File: src/rtl/clkout_gate_ctrl.sv
module clkout_gate_ctrl #(
  parameter int N_OUT       = 8,
  parameter int SYNC_STAGES = 2
) (
  input  logic             clk_i,
  input  logic             rst_ni,
  input  logic [N_OUT-1:0] oe_pin_i,
  input  logic [N_OUT-1:0] oe_pol_i,
  input  logic [N_OUT-1:0] sw_en_i,
  input  logic [1:0]       stop_code_i,
  input  logic             pll_lock_i,
  input  logic             pwrdn_i,
  output logic [N_OUT-1:0] run_o,
  output logic [N_OUT-1:0] stop_t_o,
  output logic [N_OUT-1:0] stop_c_o,
  output logic [N_OUT-1:0] hiz_o
);
  localparam int SW = N_OUT + 2;

  logic [SW-1:0]    sync_q [SYNC_STAGES];
  logic [N_OUT-1:0] pin_s, want;
  logic             lock_s, pd_s;

  always_ff @(posedge clk_i or negedge rst_ni) begin
    if (!rst_ni) begin
      for (int s = 0; s < SYNC_STAGES; s++) sync_q[s] <= '0;
    end else begin
      sync_q[0] <= {pwrdn_i, pll_lock_i, oe_pin_i};
      for (int s = 1; s < SYNC_STAGES; s++) sync_q[s] <= sync_q[s-1];
    end
  end

  assign pin_s  = sync_q[SYNC_STAGES-1][N_OUT-1:0];
  assign lock_s = sync_q[SYNC_STAGES-1][N_OUT];
  assign pd_s   = sync_q[SYNC_STAGES-1][N_OUT+1];
  assign want   = sw_en_i & ~(pin_s ^ oe_pol_i) & {N_OUT{lock_s & ~pd_s}};

  // falling edge: true leg is low, so only whole periods pass
  always_ff @(negedge clk_i or negedge rst_ni) begin
    if (!rst_ni) begin
      run_o    <= '0;
      stop_t_o <= '0;
      stop_c_o <= '0;
      hiz_o    <= '0;
    end else begin
      run_o    <= want;
      stop_t_o <= ~want & {N_OUT{stop_code_i == 2'b10}};
      stop_c_o <= ~want & {N_OUT{stop_code_i == 2'b11}};
      hiz_o    <= ~want & {N_OUT{stop_code_i == 2'b01}};
    end
  end

  always_comb begin
    if (!rst_ni) begin
      p_reset_idle_r1: assert ((run_o | stop_t_o | stop_c_o | hiz_o) == '0);
    end
  end

  p_no_run_unlocked_r5: assert property (@(negedge clk_i) disable iff (!rst_ni)
    !lock_s |=> run_o == '0);

  p_pwrdn_stops_r6: assert property (@(negedge clk_i) disable iff (!rst_ni)
    pd_s |=> run_o == '0);

  for (genvar i = 0; i < N_OUT; i++) begin : g_chk
    p_sw_off_r3: assert property (@(negedge clk_i) disable iff (!rst_ni)
      !sw_en_i[i] |=> !run_o[i]);

    p_hiz_code_r4: assert property (@(negedge clk_i) disable iff (!rst_ni)
      (stop_code_i == 2'b01 && !want[i]) |=> hiz_o[i] && !stop_t_o[i] && !stop_c_o[i]);

    p_stop_exclusive_r9: assert property (@(negedge clk_i) disable iff (!rst_ni)
      $onehot0({stop_t_o[i], stop_c_o[i], hiz_o[i]}) && !(run_o[i] && (stop_t_o[i] || stop_c_o[i] || hiz_o[i])));
  end
endmodule

File: config.mk
export PLATFORM = sky130hd
export DESIGN_NAME = clkout_gate_ctrl
export DESIGN_NICKNAME = d
export VERILOG_FILES = /design/src/rtl/clkout_gate_ctrl.sv
export SDC_FILE = /design/constraint.sdc
export NUM_CORES = 1
export LEC_CHECK = 0
export BUFFER_PORTS_ARGS = -buffer_cell sky130_fd_sc_hd__buf_4
export CORE_ASPECT_RATIO = 0.6
export CORE_MARGIN = 4
export CORE_UTILIZATION = 50
export DETAILED_ROUTE_END_ITERATION = 7
export PLACE_DENSITY_LB_ADDON = 0.15
export REMOVE_ABC_BUFFERS = 1
export SYNTH_ARGS = -nofsm -noshare
export SYNTH_HDL_FRONTEND = slang
export SYNTH_SLANG_ARGS = --single-unit
File: constraint.sdc
create_clock -name clk_i -period 1.65 [get_ports clk_i]
set_input_delay 0.165 -clock clk_i [delete_from_list [all_inputs] [get_ports clk_i]]
set_output_delay 0.165 -clock clk_i [all_outputs]
set_load 0.01 [all_outputs]
[After elaboration in Yosys (flattened, before gate mapping)]
Index checks and enable logic that the tools add are counted.
Cells by class
  equality and inequality tests: 3
  bitwise gates (word level): 10
Operators by type and width (count)
  AND 8 bit: 5
  inverter 8 bit: 2
  XOR 8 bit: 1
  equality test 2 bit, second input constant: 2
  equality test 2 x 1 -> 1 bit, second input constant: 1
  AND 1 bit: 1
  inverter 1 bit: 1
Storage, ports and cells
  register bits: 52
  input port bits: 30
  output and inout bits: 32
  logic and storage cells: 19

[Depth between registers and ports, before layout]
  depth after elaboration: 6
  gate-level depth with buffers: 3
  gate-level depth less buffers: 2

==> tab_implementation.tex <==
\begin{tabular}{lr}
\hline
Metric & Value \\
\hline
\multicolumn{2}{l}{\textbf{Run status}} \\
Result of the run & finished, violations left \\
Failing checks & negative setup slack \\
\multicolumn{2}{l}{\textbf{Placed design}} \\
Number of buffers added on ports & a little over 60 \\
Final GP Congestion & 0.669 \\
Standard cell area after detailed placement & roughly 0.0022 mm\^{}2 \\
Post-Place Cells & 202 \\
DP Worst Slack & -0.161 ns \\
Half-perimeter wire length after placement & 2180 um \\
\multicolumn{2}{l}{\textbf{STA}} \\
Final-layout worst hold slack & 0.237 ns \\
Pin slew with the least headroom to its limit & 0.396 ns \\
Worst setup margin & -0.177 ns \\
Unrepaired setup endpoints after global routing & yes \\
Number of setup violations in the final report & 64 \\
Max-slew violation total from the final report & 0 \\
Slew headroom & 73.6\% \\
Number of hold violations in the final report & 0 \\
Setup Skew & about 0.0038 ns \\
Final-layout setup total negative slack & -9.64 ns \\
\multicolumn{2}{l}{\textbf{Worst setup path}} \\
Crit-path max FO & 32 \\
Data arrival time of the worst path & around 1.1 ns \\
Sort of element at the end of the critical path & register \\
Path type of the worst setup path & register to register \\
Reg2reg start & pd\_s \\
Worst reg2reg endpoint & stop\_c\_o[2] \\
Path depth of the worst reg2reg path & 3 \\
Sort of element at the start of the critical path & register \\
Launch point of the worst path & pd\_s \\
R2R setup slack & -0.18 ns \\
CP required & 0.95 ns \\
\multicolumn{2}{l}{\textbf{Clock tree}} \\
CTS H-Tree Depth & 2 \\
Reg clk slew, reported paths & around 0.090 ns \\
Clock tree from TritonCTS & done \\
Max Buffers Root-to-Sink & 2 \\
Count of clock tree sinks & 52 \\
Post-CTS setup repair buffer count & 0 \\
Clk Latency, worst-skew pair & 0.30 ns \\
Number of buffers created by CTS & 5 \\
Clock tree root buffer cell & sky130\_fd\_sc\_hd\_\_clkbuf\_8 \\
\multicolumn{2}{l}{\textbf{Floorplanning}} \\
Chip Height & about 53 um \\
I/O Pins & 62 \\
Core area & roughly 0.0030 mm\^{}2 \\
Initial core utilization & 54.9\% \\
Floorplan row count & 15 \\
Full die area & 0.00434 mm\^{}2 \\
Horizontal die dimension & 82.4 um \\
\multicolumn{2}{l}{\textbf{Route}} \\
Wire length reported by the detailed router & 3260 um \\
Number of iterations in the first detailed-routing pass & 4 \\
Starting DRT DRC Count & 44 \\
Antenna-violating nets left & 0 \\
Via count normalized by instance count & 4.93 \\
Total DRC errors in the routed layout & 0 \\
Vias post-DR & 1090 \\
Average routed wire per standard cell & 14.8 um \\
\multicolumn{2}{l}{\textbf{Power and ir drop}} \\
Power density relative to cell area & 1050 mW/mm\^{}2 \\
Maximum ir drop on the vdd rail & 0.615 mV \\
Logic pwr share & 11.5\% \\
Pleak & 1.24 nW \\
Cell-internal power & around 2 mW \\
Fraction of power spent switching nets & 21.7\% \\
Clock network fraction of total power & approximately a third \\
Net load switching power & 0.552 mW \\
Fraction of power consumed by sequential logic & 53.6\% \\
\multicolumn{2}{l}{\textbf{Min path}} \\
Hold Path Class & input port to async pin \\
\multicolumn{2}{l}{\textbf{Logic synthesis}} \\
Number of register bits inferred by synthesis & 52 \\
Cells after Synth & 101 \\
Average instance area after synthesis & 16.4 um\^{}2 \\
Netlist Area Pre-Place & 0.00166 mm\^{}2 \\
Number of unique standard cell types used by synthesis & 11 \\
Number of synthesis warnings & 0 \\
Part of the Yosys area used for sequential elements & 78.4\% \\
\multicolumn{2}{l}{\textbf{Finish}} \\
Proportion of layout cells with a drive suffix above 1 & 43.0\% \\
Ant diodes & 0 \\
Fillers & 190 \\
Post-route cell area & 0.00244 mm\^{}2 \\
Final cell count without fillers & between 200 and 250 \\
Final nets & approximately 210 \\
Area added between synthesis and finish & 46.7\% \\
\multicolumn{2}{l}{\textbf{Global route}} \\
Number of antenna violations at the first check in global routing & 0 \\
Global-route total usage across every layer & 16.8\% \\
Total congestion overflow after global routing & 0 \\
Wire length of the first global-routing pass & 5110 um \\
Pin count of the biggest net entering global routing & 33 \\
Vias in the first global route & slightly above 1000 \\
\multicolumn{2}{l}{\textbf{Flow run}} \\
Count of maximum capacitance violations & 0 \\
\hline
\end{tabular}
[cell usage after synthesis]
master,count,area (um^2)
sky130_fd_sc_hd__a31oi_1,24,150
sky130_fd_sc_hd__and3_1,8,50.1
sky130_fd_sc_hd__buf_2,2,10.0
sky130_fd_sc_hd__buf_6,3,33.8
sky130_fd_sc_hd__dfrtn_1,32,801
sky130_fd_sc_hd__dfrtp_1,20,500
sky130_fd_sc_hd__nand2_1,1,3.75
sky130_fd_sc_hd__nand2b_1,2,12.5
sky130_fd_sc_hd__nor2b_4,1,13.8
sky130_fd_sc_hd__xnor2_1,6,52.6
sky130_fd_sc_hd__xnor2_2,2,32.5
[power groups by stage]
stage	Combinational [mW]	Sequential, mW	Clock [mW]
after global placement	0.260	1.39	0
after floorplan	0.0676	1.41	0
after detailed placement	0.267	1.39	0
after CTS	0.289	1.37	0.899
final	0.294	1.37	0.889
after global routing	0.324	1.37	0.956
[registers in the layout, indices dropped and copies added (netlist names)]
| register | cells |
|---|---|
| sync_q | 10 |
| hiz_o | 8 |
| pin_s | 8 |
| run_o | 8 |
| stop_c_o | 8 |
| stop_t_o | 8 |
| lock_s | 1 |
| pd_s | 1 |
[worst max path at each step]
| stage | cells past startpoint | endpoint |
|---|---|---|
| 2_1_floorplan | 2 | hiz_o[0] |
| 3_3_place_gp | 3 | run_o[1] |
| 4_1_cts | 3 | stop_c_o[2] |
| 6_report | 3 | stop_c_o[2] |
| 5_1_grt | 3 | stop_t_o[7] |
| 3_5_place_dp | 3 | stop_c_o[2] |
[timing repair]
action,CTS,global route
hold buffers,11,0
setup endpoints to repair,64,64
hold endpoints to repair,30,0
gates resized for setup,0,6
[metrics by stage]
step	total power, mW	util [%]
after CTS	2.55	79.6
after detailed placement	1.66	72.0
after global placement	1.65	72.0
after global routing	2.65	80.6
final	2.55	80.6
after floorplan	1.48	-
[final cells by class]
class                      instances  area, um^2  area share [%]
clock inverter                     2        38.8            1.59
timing repair buffer              75         631            25.9
multi-input combinational         44         330            13.6
tap                               42        52.6            2.16
clock buffer                       6        82.6            3.39
sequential                        52        1300            53.4
[kinds of logic after synthesis]
kind of cell    after synthesis  share of synthesized area (%)
compound gates               24                           9.04
xor+xnor                      8                           5.12
buf+inv                       5                           2.64
simple gates                 12                           4.82
flops                        52                           78.4
[per-layer routing]
layer,vias up,track usage (%),share of wire [%]
li1,512,-,-
met1,529,21.4,40
met2,45,26.6,50
met3,4,6.01,9.6
met4,0,5.80,0.95
met5,-,0,0
[placed cells by master, fill, tap and decap left out]
master,Yosys,routed
sky130_fd_sc_hd__xnor2_1,6,4
sky130_fd_sc_hd__buf_12,0,2
sky130_fd_sc_hd__bufinv_16,0,1
sky130_fd_sc_hd__a31oi_1,24,24
sky130_fd_sc_hd__clkinv_4,0,1
sky130_fd_sc_hd__buf_4,0,58
sky130_fd_sc_hd__nand2_1,1,1
sky130_fd_sc_hd__buf_6,3,4
sky130_fd_sc_hd__clkbuf_8,0,6
sky130_fd_sc_hd__dlygate4sd3_1,0,11
sky130_fd_sc_hd__xnor2_2,2,4
sky130_fd_sc_hd__dfrtp_1,20,20
sky130_fd_sc_hd__nand2b_1,2,2
sky130_fd_sc_hd__dfrtn_1,32,32
sky130_fd_sc_hd__nor2b_4,1,1
sky130_fd_sc_hd__and3_1,8,8
[worst max-delay path: stages (launching register included)]
cell and delay, ns:
sky130_fd_sc_hd__dfrtp_1 0.41, sky130_fd_sc_hd__nor2b_4 0.13, sky130_fd_sc_hd__buf_12 0.18, sky130_fd_sc_hd__a31oi_1 0.11
Note: power is estimated with default switching activity, not from simulation.
